<file path="config.mk">
export PLATFORM = sky130hd
export DESIGN_NAME = zcs_guard
export DESIGN_NICKNAME = d
export VERILOG_FILES = /design/src/rtl/zcs_pkg.sv /design/src/rtl/zcs_leg.sv /design/src/rtl/zcs_persist.sv /design/src/rtl/zcs_guard.sv
export SDC_FILE = /design/constraint.sdc
export NUM_CORES = 1
export LEC_CHECK = 0
export ABC_AREA = 1
export CAP_MARGIN = 30
export CELL_PAD_IN_SITES_DETAIL_PLACEMENT = 1
export CELL_PAD_IN_SITES_GLOBAL_PLACEMENT = 1
export CORE_MARGIN = 5
export CORE_UTILIZATION = 42
export DETAILED_ROUTE_END_ITERATION = 7
export PLACE_DENSITY = 0.87
export REMOVE_ABC_BUFFERS = 1
export SYNTH_ARGS = -nofsm -noshare
export SYNTH_HDL_FRONTEND = slang
export SYNTH_SLANG_ARGS = --single-unit
</file>
<file path="constraint.sdc">
create_clock -name clk -period 3.2 [get_ports clk]
set_clock_uncertainty 0.2 [all_clocks]
set_input_delay 0.48 -clock clk [delete_from_list [all_inputs] [get_ports clk]]
set_output_delay 0.48 -clock clk [all_outputs]
set_load 0.05 [all_outputs]
</file>
<file path="src/rtl/zcs_pkg.sv">
// Shared widths for the zero-current-switching guard.
// Assumes: the blanking count fits 16 bits and the fault duration 24 bits.
package zcs_pkg;
    localparam int BLANK_W  = 16;
    localparam int FAULT_W  = 24;
    localparam int QUAL_CYC = 2;
    localparam int QUAL_W   = $clog2(QUAL_CYC + 1);
endpackage

</file>
<file path="src/rtl/zcs_leg.sv">
// One half-bridge leg: blanks the comparators after the command rises,
// qualifies the current falling edge and ends the gate early or on the
// capacitor-voltage hit.
// Assumes: cmd_i is the gate command of this leg, BLANK_CYC >= 1.
module zcs_leg #(
    parameter logic [zcs_pkg::BLANK_W-1:0] BLANK_CYC = 16'd8
) (
    input  logic clk,
    input  logic rst_n,
    input  logic cmd_i,
    input  logic cs_low_i,
    input  logic vcr_hit_i,
    input  logic inhibit_i,
    output logic gate_o,
    output logic cut_o
);
    import zcs_pkg::*;

    logic [BLANK_W-1:0] on_cnt_q;
    logic [QUAL_W-1:0]  above_q;
    logic               done_q;
    logic               active, blanked, armed, vend;

    // Purpose: decide blanking, arming and the end of the current interval.
    always_comb begin
        active  = cmd_i & ~inhibit_i;
        blanked = (on_cnt_q < BLANK_CYC);
        armed   = (above_q == QUAL_W'(QUAL_CYC));
        cut_o   = active & ~blanked & armed & cs_low_i & ~done_q;
        vend    = active & ~blanked & vcr_hit_i & ~done_q & ~cut_o;
        gate_o  = active & ~done_q & ~cut_o & ~vend;
    end

    // Purpose: track interval age, clean-above count and the ended flag.
    always_ff @(posedge clk) begin
        if (!rst_n || !cmd_i) begin
            on_cnt_q <= '0;
            above_q  <= '0;
            done_q   <= 1'b0;
        end else begin
            if (blanked)
                on_cnt_q <= on_cnt_q + 1'b1;
            if (!blanked && !armed)
                above_q <= cs_low_i ? '0 : above_q + QUAL_W'(1);
            if (cut_o || vend)
                done_q <= 1'b1;
        end
    end

    // the rising cycle is always blanked
    a_r3_rise_blanked: assert property (@(posedge clk) disable iff (!rst_n)
        $rose(cmd_i) |-> !cut_o && gate_o == !inhibit_i);
    // two clean cycles precede every cut
    a_r4_qualified: assert property (@(posedge clk) disable iff (!rst_n)
        cut_o |-> $past(!cs_low_i) && $past(!cs_low_i, 2));
    // gate stays low after a cut
    a_r1_cut_holds: assert property (@(posedge clk) disable iff (!rst_n)
        cut_o |=> !gate_o);
    // one end per interval
    a_r6_single_end: assert property (@(posedge clk) disable iff (!rst_n)
        (cut_o || vend) |=> !cut_o);
    // no gate without command
    a_r6_gate_needs_cmd: assert property (@(posedge clk) disable iff (!rst_n)
        gate_o |-> cmd_i);
endmodule

</file>
<file path="src/rtl/zcs_persist.sv">
// Times runs of switching periods that each contain a cut and latches the
// fault when a run reaches FAULT_CYC cycles.
// Assumes: a switching period starts at each high-side command rising edge.
module zcs_persist #(
    parameter logic [zcs_pkg::FAULT_W-1:0] FAULT_CYC = 24'd100000
) (
    input  logic clk,
    input  logic rst_n,
    input  logic clr_i,
    input  logic hs_cmd_i,
    input  logic cut_any_i,
    output logic fault_o
);
    import zcs_pkg::*;

    localparam logic [FAULT_W-1:0] TMR_LAST = FAULT_CYC - 24'd1;

    logic               hs_q, seen_q, run_q, fault_q;
    logic [FAULT_W-1:0] tmr_q;
    logic               period_edge, break_run, hit_last;

    // Purpose: find period boundaries and whether the run breaks there.
    always_comb begin
        period_edge = hs_cmd_i & ~hs_q;
        break_run   = period_edge & ~seen_q;
        hit_last    = run_q & ~fault_q & ~break_run & (tmr_q == TMR_LAST);
        fault_o     = fault_q;
    end

    // Purpose: remember the previous high-side command level.
    always_ff @(posedge clk) begin
        if (!rst_n) hs_q <= 1'b0;
        else        hs_q <= hs_cmd_i;
    end

    // Purpose: per-period event flag, run timer and fault latch.
    always_ff @(posedge clk) begin
        if (!rst_n || clr_i) begin
            seen_q  <= 1'b0;
            run_q   <= 1'b0;
            tmr_q   <= '0;
            fault_q <= 1'b0;
        end else begin
            if (period_edge)    seen_q <= cut_any_i;
            else if (cut_any_i) seen_q <= 1'b1;

            if (break_run)      run_q <= 1'b0;
            else if (cut_any_i) run_q <= 1'b1;

            if (break_run)
                tmr_q <= '0;
            else if (run_q && !fault_q && !hit_last)
                tmr_q <= tmr_q + 1'b1;

            if (hit_last) fault_q <= 1'b1;
        end
    end

    // fault latched until clear
    a_r10_fault_latched: assert property (@(posedge clk) disable iff (!rst_n)
        fault_q && !clr_i |=> fault_q);
    // fault only rises out of a running timer
    a_r8_fault_from_run: assert property (@(posedge clk) disable iff (!rst_n)
        $rose(fault_q) |-> $past(run_q));
    // timer never passes its limit
    a_r8_no_overflow: assert property (@(posedge clk) disable iff (!rst_n)
        tmr_q < FAULT_CYC);
    // empty period resets the timer
    a_r9_break_clears: assert property (@(posedge clk) disable iff (!rst_n)
        break_run |=> tmr_q == '0);
endmodule

</file>
<file path="src/rtl/zcs_guard.sv">
// Top: two legs plus the persistence timer; emits gate drives, cut pulses,
// the soft-start decrease request and the latched fault.
// Assumes: the two gate commands never overlap (dead time is upstream).
module zcs_guard #(
    parameter logic [zcs_pkg::BLANK_W-1:0] BLANK_CYC = 16'd8,
    parameter logic [zcs_pkg::FAULT_W-1:0] FAULT_CYC = 24'd100000
) (
    input  logic clk,
    input  logic rst_n,
    input  logic clr_fault,
    input  logic hs_cmd,
    input  logic ls_cmd,
    input  logic hs_cs_low,
    input  logic ls_cs_low,
    input  logic hs_vcr_hit,
    input  logic ls_vcr_hit,
    output logic hs_gate,
    output logic ls_gate,
    output logic hs_zcs_cut,
    output logic ls_zcs_cut,
    output logic ss_ramp_down,
    output logic zcs_fault
);
    localparam int LEGS = 2;

    logic [LEGS-1:0] cmd_w, low_w, vcr_w, gate_w, cut_w;
    logic            fault_w, cut_any, ss_q;

    assign cmd_w   = {ls_cmd, hs_cmd};
    assign low_w   = {ls_cs_low, hs_cs_low};
    assign vcr_w   = {ls_vcr_hit, hs_vcr_hit};
    assign cut_any = |cut_w;

    for (genvar s = 0; s < LEGS; s++) begin : g_leg
        zcs_leg #(.BLANK_CYC(BLANK_CYC)) leg_i (
            .clk       (clk),
            .rst_n     (rst_n),
            .cmd_i     (cmd_w[s]),
            .cs_low_i  (low_w[s]),
            .vcr_hit_i (vcr_w[s]),
            .inhibit_i (fault_w),
            .gate_o    (gate_w[s]),
            .cut_o     (cut_w[s])
        );
    end

    zcs_persist #(.FAULT_CYC(FAULT_CYC)) persist_i (
        .clk       (clk),
        .rst_n     (rst_n),
        .clr_i     (clr_fault),
        .hs_cmd_i  (hs_cmd),
        .cut_any_i (cut_any),
        .fault_o   (fault_w)
    );

    // Purpose: register the soft-start decrease request one cycle after a cut.
    always_ff @(posedge clk) begin
        if (!rst_n) ss_q <= 1'b0;
        else        ss_q <= cut_any;
    end

    assign hs_gate      = gate_w[0];
    assign ls_gate      = gate_w[1];
    assign hs_zcs_cut   = cut_w[0];
    assign ls_zcs_cut   = cut_w[1];
    assign ss_ramp_down = ss_q;
    assign zcs_fault    = fault_w;

    // fault forces both gates off
    a_r10_gates_off: assert property (@(posedge clk) disable iff (!rst_n)
        zcs_fault |-> !hs_gate && !ls_gate && !hs_zcs_cut && !ls_zcs_cut);
    // each request follows a cut
    a_r7_ramp_follows_cut: assert property (@(posedge clk) disable iff (!rst_n)
        ss_ramp_down |-> $past(hs_zcs_cut || ls_zcs_cut));
    // each cut yields a request
    a_r7_cut_gives_ramp: assert property (@(posedge clk) disable iff (!rst_n)
        (hs_zcs_cut || ls_zcs_cut) |=> ss_ramp_down);
endmodule

</file>
* Word-level counts from Yosys, hierarchy flattened
Cells that the tools add are included.
Storage, ports and cells: flip-flop bits (word level) 67, word-level logic and storage cells 86, output and inout port bits 6, input bits 9
Cells by class: magnitude comparators 2, multiplexer cells 4, add/sub/neg operators 5, bitwise gates (word level) 39, eq/ne operators 3, reduce and logical (&&, ||, !) cells 21
Operator list (count):
- 16-bit by 1-bit adder with 16-bit output, second input constant | 2
- 16-bit by 4-bit < comparator with 1-bit output, second input constant | 2
- 1-bit AND | 27
- 24-bit by 1-bit adder with 24-bit output, second input constant | 1
- 24-bit by 17-bit equality test with 1-bit output, second input constant | 1
- 1-bit NOT | 12
- 1-bit zero test | 9
- 1-bit logical OR | 5
- 2-bit by 1-bit adder with 2-bit output, second input constant | 2
- 2-bit equality test, second input constant | 2
- 1-bit logical AND | 4
- 2-bit 2-to-1 mux | 2
- 2-bit OR reduction | 2
- 1-bit 2-to-1 mux | 2
- 2-bit nonzero test | 1

* Depth between registers and ports, before layout
Gate-level depths: netlist of the first run.
word-level depth 10, gate-level depth with buffers 11, mapped depth without buffers 11

* By module
Synthesis of the first run repeated with hierarchy kept, for this count alone.
Second synthesis, totals: cells, all modules 486, area total of the unflattened synthesis 3225.6 um^2
By module, submodules not included:
- zcs_persist | cells each 279, instances 1, area an instance 1686.6 um^2, sequential area each 560.5 um^2
- zcs_leg | cells each 101, instances 2, area an instance 750.7 um^2, sequential area each 380.4 um^2
- zcs_guard | cells each 5, instances 1, area an instance 37.5 um^2, sequential area each 20.0 um^2

* Least setup slack after synthesis of the first run
No wires, ideal clock.
path type reg2out, start register persist_i.fault_q (netlist: persist_i.fault_o), end output ls_gate, stages on the path, launching flop included 7, required time 2.520 ns, path buffers 0, data arrival time 1.854 ns, setup slack 0.666 ns, cell sequence dfxtp_1 inv_1 nand3b_1 inv_1 a21oi_1 nor2_1 nor2_1
On the way: word-level cells in the longest chain between the ends 10, elaborated cells on any way between the ends 14, those cells by class 14 x bitwise
Ends and longest elaborated chain:
- start: declaration | line zcs_persist.sv:18 | logic hs_q, seen_q, run_q, fault_q;
- start signal: assignment | line zcs_persist.sv:42 | fault_q <= 1'b0;
- start signal: assignment | line zcs_persist.sv:55 | if (hit_last) fault_q <= 1'b1;
- 1-bit NOT (*) | line zcs_leg.sv:26 | active = cmd_i & ~inhibit_i;
- 1-bit AND (*) | line zcs_leg.sv:26
- 1-bit AND | line zcs_leg.sv:29, zcs_leg.sv:30
- 1-bit AND (3 in series) | line zcs_leg.sv:29 | cut_o = active & ~blanked & armed & cs_low_i & ~done_q;
- 1-bit NOT | line zcs_leg.sv:30, zcs_leg.sv:31
- 1-bit AND | line zcs_leg.sv:30 | vend = active & ~blanked & vcr_hit_i & ~done_q & ~cut_o;
- 1-bit NOT | line zcs_leg.sv:31 | gate_o = active & ~done_q & ~cut_o & ~vend;
- 1-bit AND (*) | line zcs_leg.sv:31
- end: declaration | line zcs_guard.sv:18 | output logic ls_gate,
Mark *: on every way between the ends. The rest lies on a longest branch, timed or not.

* Final worst setup path of the first run
start register g_leg[0].leg_i.on_cnt_q[11], end output hs_gate
On the way: word-level cells in the longest chain between the ends 10, elaborated cells on any way between the ends 13, those cells by class 1 x order compare; 12 x bitwise
Ends and longest elaborated chain:
- start: declaration | line zcs_leg.sv:19 | logic [BLANK_W-1:0] on_cnt_q;
- start signal: assignment | line zcs_leg.sv:42 | on_cnt_q <= on_cnt_q + 1'b1;
- 16-bit by 4-bit < comparator with 1-bit output (*) | line zcs_leg.sv:27 | blanked = (on_cnt_q < BLANK_CYC);
- 1-bit NOT (*) | line zcs_leg.sv:29, zcs_leg.sv:30
- 1-bit AND (*) | line zcs_leg.sv:29, zcs_leg.sv:30
- 1-bit AND (3 in series) | line zcs_leg.sv:29
- 1-bit NOT | line zcs_leg.sv:30, zcs_leg.sv:31
- 1-bit AND | line zcs_leg.sv:30
- 1-bit NOT | line zcs_leg.sv:31
- 1-bit AND (*) | line zcs_leg.sv:31
- end: declaration | line zcs_guard.sv:17 | output logic hs_gate,
Marked as above.

==> results of run 1 <==
==> area by class of cell <==
cell class / instances / share of cell area [%]
clock buffers: 9 / 3.34
clock inverters: 6 / 3.11
inverters: 73 / 7.40
multi-input cells: 334 / 42.4
flip-flops and latches: 67 / 36.2
well taps: 102 / 3.44
repair buffers: 17 / 4.15
==> placed cells by master (no fill, tap or decap), drive strengths merged, types with 2 or more instances in the layout <==
master	count
nand2	127
nor2	96
inv	73
dfxtp	67
nand3	34
a21oi	32
nand4	12
o21ai	12
clkdlybuf4s50	10
clkbuf	9
xor2	6
buf	6
ha	5
xnor2	4
nand3b	3
bufinv	3
clkinv	2
==> cells by family (layout without fill, tap and decap cells) <==
kind of cell / after synthesis / in the layout / synth area share [%]
xor+xnor: 10 / 10 / 2.70
fa+ha+maj: 5 / 5 / 1.93
buf+inv: 83 / 105 / 10.3
compound gates: 46 / 46 / 8.30
simple gates: 273 / 273 / 35.5
flops: 67 / 67 / 41.4
==> metrics by stage <==
step | area (um^2) | utilization, %
after global placement | 3470 | 45.6
after floorplan | 3180 | -
after global routing | 3700 | 48.7
after CTS | 3700 | 48.7
after detailed placement | 3470 | 45.6
final | 3700 | 48.7
==> power by group <==
group	internal (mW)	total (mW)	leakage [nW]	switching, mW
sequential	0.836	0.838	0.540	0.00207
combinational	0.0175	0.0486	0.747	0.0311
clock	0.516	0.877	0.115	0.361
total	1.37	1.76	1.40	0.394
==> metal layers <==
metal	part of all wire, %	wire length [um]	track usage, %	vias up
li1	-	-	-	1531
met1	43	3730	21.5	1503
met2	52	4560	36.4	48
met3	2.9	253	3.64	17
met4	2.2	191	7.99	0
met5	0	0	0	-
==> cells in the mapped netlist (2+ instances only) <==
cell / instances / area, um^2
xor2_1: 6 / 52.6
nand2_1: 125 / 469
nand3b_1: 3 / 22.5
nand3_1: 32 / 160
inv_1: 72 / 270
buf_6: 2 / 22.5
a21oi_2: 9 / 78.8
nand2_4: 2 / 22.5
nor2_4: 2 / 22.5
xnor2_1: 4 / 35.0
clkbuf_1: 4 / 15.0
a21oi_1: 23 / 115
buf_2: 2 / 10.0
nor2_1: 94 / 353
nand3_2: 2 / 20.0
dfxtp_1: 67 / 1340
ha_1: 5 / 62.6
nand4_1: 12 / 75.1
o21ai_0: 12 / 60.1
==> worst max-delay path, delay by kind of cell (launching register included) <==
family | cells | cell delay, ns
simple gates | 6 | 0.98
buf+inv | 2 | 0.62
flops | 1 | 0.30
==> what timing repair did <==
item                                    CTS  global route
gates resized for setup                   1             0
hold endpoints to repair                  0             0
endpoints found under the setup margin    1             0
==> registers in the layout, indices dropped and copies added, names as in the netlist <==
name and count:
ss_ramp_down 1, g_leg.leg_i.done_q 2, persist_i.seen_q 1, g_leg.leg_i.on_cnt_q 32, persist_i.run_q 1, persist_i.hs_q 1, persist_i.fault_o 1, persist_i.tmr_q 24
g_leg.leg_i.above_q 4
==> worst max path at each step <==
| stage | slack [ns] | end | startpoint |
|---|---|---|---|
| CTS | 0.24 | hs_gate | g_leg[0].leg_i.on_cnt_q[11] |
| detailed placement | 0.08 | hs_gate | hs_cmd |
| global placement | 0.28 | hs_gate | hs_cmd |
| global route | 0.04 | hs_gate | g_leg[0].leg_i.on_cnt_q[11] |
| finish | 0.27 | hs_gate | g_leg[0].leg_i.on_cnt_q[11] |
| floorplan | 0.67 | ls_gate | persist_i.fault_o |
==> metrics, run 1 <==
Mapped Area=3240 um^2; CTS Hold Bufs=0; initial antenna violation count=0; Routed Antenna Nets=0; first-pass GRT wire length=15,400 um; chip height=97.9 um; sequential area share after synthesis=41.4%; relative slew slack=59.8%; post-layout min period=2.93 ns; Leak Pwr=1.40 nW; fraction of layout cells with a size suffix above 1=7.31%; Setup crit start kind=flop; Yosys reg bits=67; Worst Path Required=2.52 ns; final non-filler cell total=608; overall power=1.76 mW; routability cong.=0.872; H-tree Lvls=3; Crit Path Max Fanout=10; CTS sink cnt=67; Site Rows=32; pwr dens=476 nW/um^2; number of global-route vias before repair=3,439; area of the multi-input gates=1570 um^2; largest net degree at the start of global routing=23; CTS Buf Count=9; setup slack at placement=0.0795 ns; Crit path top cell by count=nand2_1; wire length per cell=14.4 um; hold_ws=0.240 ns; HP Start=g_leg[0].leg_i.on_cnt_q[10]; layout overhead on the synthesized area=14.2%; min-delay worst type=reg2reg; ANT cells=0; VDD IR max=0.246 mV; fin crit share=91.5%; placed wire-length estimate=6120 um; GRT Util Overall=19.5%; port bufs=14; Setup WS post-layout=0.272 ns; Top Ports=15; critical-path cell list=inv_1 -> nand4_1 -> nor2_1 -> nand2_1 -> nand2_1 -> nand2_1 -> nor2_1 -> dlygate4sd2_1; worst r2r src=persist_i.tmr_q[0]; delay of the slowest critical-path stage=0.53 ns; number of distinct library cells after synthesis=25; largest buffer count on any clock path=2; CP endpoint kind=output pin; grt total ovfl=0; Max Slew Vio Count=0; status=finished, final reports clean; critical path class=reg2out; Post-synth EDFFs=0; clock-pin slew on the worst setup and hold paths=0.08 ns; ys flop type=dfxtp_1; Async SR Flop Fraction=0%; Avg Synthesized Cell Area=6.70 um^2; fillcell total=1,027; setup total negative slack=0 ns; clock latency on the worst-skew pair=0.36 ns; NumNets Final=516; Reg area=1340 um^2; Post-CTS Setup Inserts=0; final setup fails=0; Worst EP arrival=2.25 ns; vias per cell=5.10; Register-to-Register Setup Slack=0.98 ns; Core Area=7610 um^2; worst-margin pin slew=0.602 ns; Max-Cap Viols=0; final hold violation count=0; R2R depth=9; die width=97.9 um; WHS Endpoint=g_leg[0].leg_i.on_cnt_q[10]; Slowest-stage cell, CP=dlygate4sd2_1; First DRT Iteration DRCs=126; drt first pass iters=4; Mapped Cells=484; DRC=0; total wire length=8740 um; fmax=342 MHz; DP Cell Count=593; initial core utilization=42.6%; vias=3,099; CTS tree=yes; Yosys warnings=0; RSZ-0062 raised after global routing=false; hold depth=2; Die Area=9580 um^2; Root Driver=clkbuf_8; FF-to-FF End=persist_i.tmr_q[14]
(Power assumes the default switching activity.)
==> run 2: changes to the inputs <==
CAP_MARGIN = 20   (was 30)
CORE_MARGIN = 3   (was 5)
==> metrics, run 2 (synthesis gave the netlist of run 1 again) <==
RSZ-0062 raised after global routing=false (unchanged); CP endpoint kind=output pin (unchanged); First DRT Iteration DRCs=119 (was 126); Leak Pwr=1.38 nW (was 1.40 nW); logic gate share of total power=3.0% (was 2.8%); Worst EP arrival=2.24 ns (was 2.25 ns); Root Driver=clkbuf_8 (unchanged); Setup WS post-layout=0.276 ns (was 0.272 ns); CTS Buf Count=9 (unchanged); chip height=93.9 um (was 97.9 um); wire length per cell=14.1 um (was 14.4 um); vias=3,040 (was 3,099); Die Area=8810 um^2 (was 9580 um^2); layout overhead on the synthesized area=12.7% (was 14.2%); commonest non-fill, non-tap cell in the layout=nand2_1 (unchanged); Worst Path Required=2.52 ns (about the same); Seq pwr share=51.7% (was 47.5%); total wire length=8510 um (was 8740 um); vias per cell=5.02 (was 5.10); initial antenna violation count=0 (unchanged); Crit Path Max Fanout=10 (unchanged); setup total negative slack=0 ns (unchanged); NumNets Final=515 (was 516); Largest register FFs=32 (unchanged); Post-CTS Setup Inserts=0 (unchanged); delay of the slowest critical-path stage=0.50 ns (was 0.53 ns); initial core utilization=44.0% (was 42.6%); routability cong.=0.855 (was 0.872); critical-path cell list=inv_1 -> nand4_1 -> nor2_1 -> nand2_1 -> nand2_1 -> nand2_1 -> nor2_1 -> clkdlybuf4s15_1 (was inv_1 -> nand4_1 -> nor2_1 -> nand2_1 -> nand2_1 -> nand2_1 -> nor2_1 -> dlygate4sd2_1); fraction of layout cells with a size suffix above 1=7.11% (was 7.31%); Crit path top cell by count=nand2_1 (unchanged); GRT Util Overall=20.9% (was 19.5%); ANT cells=0 (unchanged); clock power share=45.2% (was 49.7%); Top Ports=15 (unchanged); worst-margin pin slew=0.625 ns (was 0.602 ns); hold_ws=0.241 ns (was 0.240 ns); Most flops, register=g_leg.leg_i.on_cnt_q (unchanged); port bufs=14 (unchanged); overall power=1.62 mW (was 1.76 mW); Sw Ratio=24.6% (was 22.3%); relative slew slack=58.3% (was 59.8%); CTS tree=yes (unchanged); Max Slew Vio Count=0 (unchanged); drt first pass iters=4 (unchanged); Setup crit start kind=flop (unchanged); fmax=342 MHz (about the same); DRC=0 (unchanged); final non-filler cell total=605 (was 608); Slowest-stage cell, CP=clkdlybuf4s15_1 (was dlygate4sd2_1); clock-pin slew on the worst setup and hold paths=0.08 ns (about the same); most frequent cells in the layout=nand2_1, nor2_1, inv_1 (unchanged); final core occ=49.6% (was 48.7%); Core Area=7370 um^2 (was 7610 um^2); CTS sink cnt=67 (unchanged); Internal Power=1.22 mW (was 1.37 mW); setup slack at placement=0.219 ns (was 0.0795 ns); H-tree Lvls=3 (unchanged); Largest regs=g_leg.leg_i.on_cnt_q x32, persist_i.tmr_q x24, g_leg.leg_i.above_q x4 (unchanged); die width=93.9 um (was 97.9 um); clock latency on the worst-skew pair=0.34 ns (was 0.36 ns); post-layout min period=2.92 ns (was 2.93 ns); placed cell area=3460 um^2 (was 3470 um^2); switching pwr=0.398 mW (was 0.394 mW); DP Cell Count=589 (was 593); fin crit share=91.4% (was 91.5%); first-pass GRT wire length=14,600 um (was 15,400 um); Max-Cap Viols=0 (unchanged); final setup fails=0 (unchanged); Final Instance Area=3660 um^2 (was 3700 um^2); critical path class=reg2out (unchanged); grt total ovfl=0 (unchanged); largest net degree at the start of global routing=23 (unchanged); final hold violation count=0 (unchanged); VDD IR max=0.299 mV (was 0.246 mV); number of global-route vias before repair=3,265 (was 3,439); Routed Antenna Nets=0 (unchanged); placed wire-length estimate=6060 um (was 6120 um); largest buffer count on any clock path=2 (unchanged); min-delay worst type=reg2reg (unchanged); Site Rows=31 (was 32); status=finished, final reports clean (unchanged); pwr dens=443 nW/um^2 (was 476 nW/um^2)
-- run 2: cell count changes in the layout (fill, tap and decap cells not counted), sizes merged --
cell,previous run,this run
clkdlybuf4s15,0,1
clkbuf,9,10
dlygate4sd2,1,0
inv,73,75
bufinv,3,1
buf,6,5
-- run 2: layout make-up --
type	count	area [um^2]
Fill cell	1010	3710
Multi-Input combinational cell	334	1570
Sequential cell	67	1340
Inverter	73	274
Timing Repair Buffer	16	148
Clock buffer	10	128
Tap cell	99	124
Clock inverter	6	72.6
-- run 2: power groups by stage --
stage	Combinational, mW	Sequential, mW	Clock [mW]
after floorplan	0.0263	0.857	0
after global placement	0.0465	0.857	0
after detailed placement	0.0492	0.858	0
after CTS	0.0496	0.838	0.745
after global routing	0.0546	0.838	0.790
final	0.0493	0.838	0.733
-- run 2: path summary, 6_finish.rpt --
| kind | start | to | slack, ns | cells after the start |
|---|---|---|---|---|
| worst max-delay path | g_leg[0].leg_i.on_cnt_q[11] | hs_gate | 0.28 | 8 |
| worst min register to register | g_leg[1].leg_i.on_cnt_q[8] | g_leg[1].leg_i.on_cnt_q[8] | 0.24 | 2 |
| worst max register to register | persist_i.tmr_q[0] | persist_i.tmr_q[18] | 0.98 | 9 |
| worst min-delay path | g_leg[1].leg_i.on_cnt_q[8] | g_leg[1].leg_i.on_cnt_q[8] | 0.24 | 2 |
-- run 2: worst max-delay path, delay by kind of cell (launching register included) --
family	cells	cell delay, ns
flops	1	0.31
buf+inv	2	0.57
simple gates	6	1.02
-- run 2: timing repair --
item	in CTS	in global routing
hold buffers	0	0
resized for setup	1	1
cloned	0	0
endpoints found under the setup margin	1	1
-- run 2: metal layers --
layer | up-vias | track usage, % | share of wire (%)
li1 | 1530 | - | -
met1 | 1469 | 23.6 | 45
met2 | 30 | 38.3 | 51
met3 | 11 | 4.25 | 2.5
met4 | 0 | 8.06 | 1.5
met5 | - | 0 | 0
==> run 3: changes to the inputs <==
CORE_ASPECT_RATIO = 1.25   (was unset)
CTS_BUF_LIST = sky130_fd_sc_hd__clkbuf_4   (was unset)
CTS_CLUSTER_SIZE = 25   (was unset)
==> metrics, run 3 (synthesis gave the netlist of run 1 again) <==
Top delay family on crit path=simple AND/OR/NAND/NOR gates (unchanged); Reg area=1340 um^2 (unchanged); die width=84.6 um (was 93.9 um); Largest register FFs=32 (unchanged); Routed Antenna Nets=0 (unchanged); pwr dens=414 nW/um^2 (was 443 nW/um^2); layout overhead on the synthesized area=10.7% (was 12.7%); Max-Cap Viols=0 (unchanged); CTS tree=yes (unchanged); placed cell area=3450 um^2 (was 3460 um^2); clock-pin slew on the worst setup and hold paths=0.12 ns (was 0.08 ns); vias per cell=5.08 (was 5.02); initial core utilization=43.6% (was 44.0%); most frequent cells in the layout=nand2_1, nor2_1, inv_1 (unchanged); Root Driver=clkbuf_4 (was clkbuf_8); Final Instance Area=3590 um^2 (was 3660 um^2); wire length per cell=13.8 um (was 14.1 um); NumNets Final=515 (unchanged); Most flops, register=g_leg.leg_i.on_cnt_q (unchanged); Setup crit start kind=flop (unchanged); fillcell total=1,001 (was 1,010); fraction of layout cells with a size suffix above 1=7.51% (was 7.11%); routability cong.=0.806 (was 0.855); largest net degree at the start of global routing=23 (unchanged); relative slew slack=60.9% (was 58.3%); initial antenna violation count=0 (unchanged); Crit path top cell by count=nand2_1 (unchanged); GRT Util Overall=20.7% (was 20.9%); Slowest-stage cell, CP=dfxtp_1 (was clkdlybuf4s15_1); area of the multi-input gates=1570 um^2 (unchanged); setup total negative slack=0 ns (unchanged); DRC=0 (unchanged); ANT cells=0 (unchanged); Worst EP arrival=2.11 ns (was 2.24 ns); Top Ports=15 (unchanged); HP Start=g_leg[1].leg_i.on_cnt_q[15] (was g_leg[1].leg_i.on_cnt_q[8]); chip height=104 um (was 93.9 um); CTS sink cnt=67 (unchanged); CP endpoint kind=output pin (unchanged); drt first pass iters=5 (was 4); Crit Path Max Fanout=10 (unchanged); vias=3,039 (was 3,040); critical path class=reg2out (unchanged); fin crit share=87.2% (was 91.4%); grt total ovfl=0 (unchanged); final hold violation count=0 (unchanged); worst-margin pin slew=0.585 ns (was 0.625 ns); post-layout min period=2.79 ns (was 2.92 ns); Core Area=7440 um^2 (was 7370 um^2); Crit path buffers/inverters=2 (unchanged); number of global-route vias before repair=3,301 (was 3,265); worst r2r src=persist_i.tmr_q[0] (unchanged); largest buffer count on any clock path=2 (unchanged); port bufs=14 (unchanged); H-tree Lvls=3 (unchanged); Worst Setup SP=g_leg[0].leg_i.on_cnt_q[7] (was g_leg[0].leg_i.on_cnt_q[11]); First DRT Iteration DRCs=111 (was 119); delay of the slowest critical-path stage=0.32 ns (was 0.50 ns); Worst Path Required=2.52 ns (about the same); fmax=358 MHz (was 342 MHz); CTS Hold Bufs=0 (unchanged); commonest non-fill, non-tap cell in the layout=nand2_1 (unchanged); Max Slew Vio Count=0 (unchanged); critical-path cell list=inv_1 -> nand4_1 -> nor2_1 -> nand2_1 -> nand2_1 -> nand2_1 -> nor2_1 -> clkbuf_2 (was inv_1 -> nand4_1 -> nor2_1 -> nand2_1 -> nand2_1 -> nand2_1 -> nor2_1 -> clkdlybuf4s15_1); total wire length=8280 um (was 8510 um); clock latency on the worst-skew pair=0.42 ns (was 0.34 ns); Site Rows=35 (was 31); final setup fails=0 (unchanged); placed wire-length estimate=5910 um (was 6060 um); Largest regs=g_leg.leg_i.on_cnt_q x32, persist_i.tmr_q x24, g_leg.leg_i.above_q x4 (unchanged); RSZ-0062 raised after global routing=false (unchanged); status=finished, final reports clean (unchanged); Die Area=8820 um^2 (was 8810 um^2); VDD IR max=0.352 mV (was 0.299 mV); CTS Buf Count=9 (unchanged); first-pass GRT wire length=14,800 um (was 14,600 um); Leak Pwr=1.36 nW (was 1.38 nW); min-delay worst type=reg2reg (unchanged)
## run 3: cell type report
| class | instances | share of cell area [%] |
|---|---|---|
| flip-flops and latches | 67 | 37.4 |
| clock buffers | 10 | 2.09 |
| well taps | 92 | 3.21 |
| repair buffers | 16 | 3.97 |
| clock inverters | 6 | 2.06 |
| inverters | 73 | 7.63 |
| multi-input cells | 334 | 43.7 |
## run 3: final timing paths
check                                     end  slack, ns  depth (start not counted)
hold reg to reg   g_leg[1].leg_i.on_cnt_q[15]       0.24                          2
setup reg to reg           persist_i.tmr_q[5]       1.02                          9
hold / removal    g_leg[1].leg_i.on_cnt_q[15]       0.24                          2
setup / recovery                      hs_gate       0.41                          8
## run 3: what timing repair did
item / 4_1_cts / 5_1_grt
resized for setup: 1 / 2
setup buffers: 0 / 0
setup endpoints to repair: 1 / 1
## run 3: worst register-to-register path: stages (launching register included)
cell	delay, ns
dfxtp_1	0.41
ha_1	0.36
nand3_2	0.17
nor2_1	0.14
nand2_1	0.10
inv_2	0.08
nand2_4	0.13
nand2_4	0.27
nand2_1	0.09
a21oi_1	0.16
## run 3: metal layers
metal	track usage [%]	share of wire [%]	vias to the layer above
met2	37.5	53	40
met4	9.16	2.9	0
met3	4.36	2.6	17
met5	0	0	-
li1	-	-	1533
met1	22.8	42	1449
## run 3: metrics by stage
| stage | power, mW | utilization, % | hold slack (ns) | cells | setup WS (ns) |
|---|---|---|---|---|---|
| after floorplan | 0.883 | - | 0.215 | 474 | 0.666 |
| final | 1.48 | 48.2 | 0.243 | 598 | 0.410 |
| after global routing | 1.55 | 48.2 | 0.273 | 598 | 0.190 |
| after detailed placement | 0.907 | 46.3 | 0.230 | 582 | 0.166 |
| after CTS | 1.50 | 48.3 | 0.248 | 598 | 0.135 |
| after global placement | 0.904 | 46.3 | 0.223 | 582 | 0.296 |
## run 3: power breakdown
group / internal [mW] / total (mW) / switching (mW)
registers: 0.837 / 0.839 / 0.00221
clock network: 0.256 / 0.597 / 0.341
logic: 0.0172 / 0.0486 / 0.0314
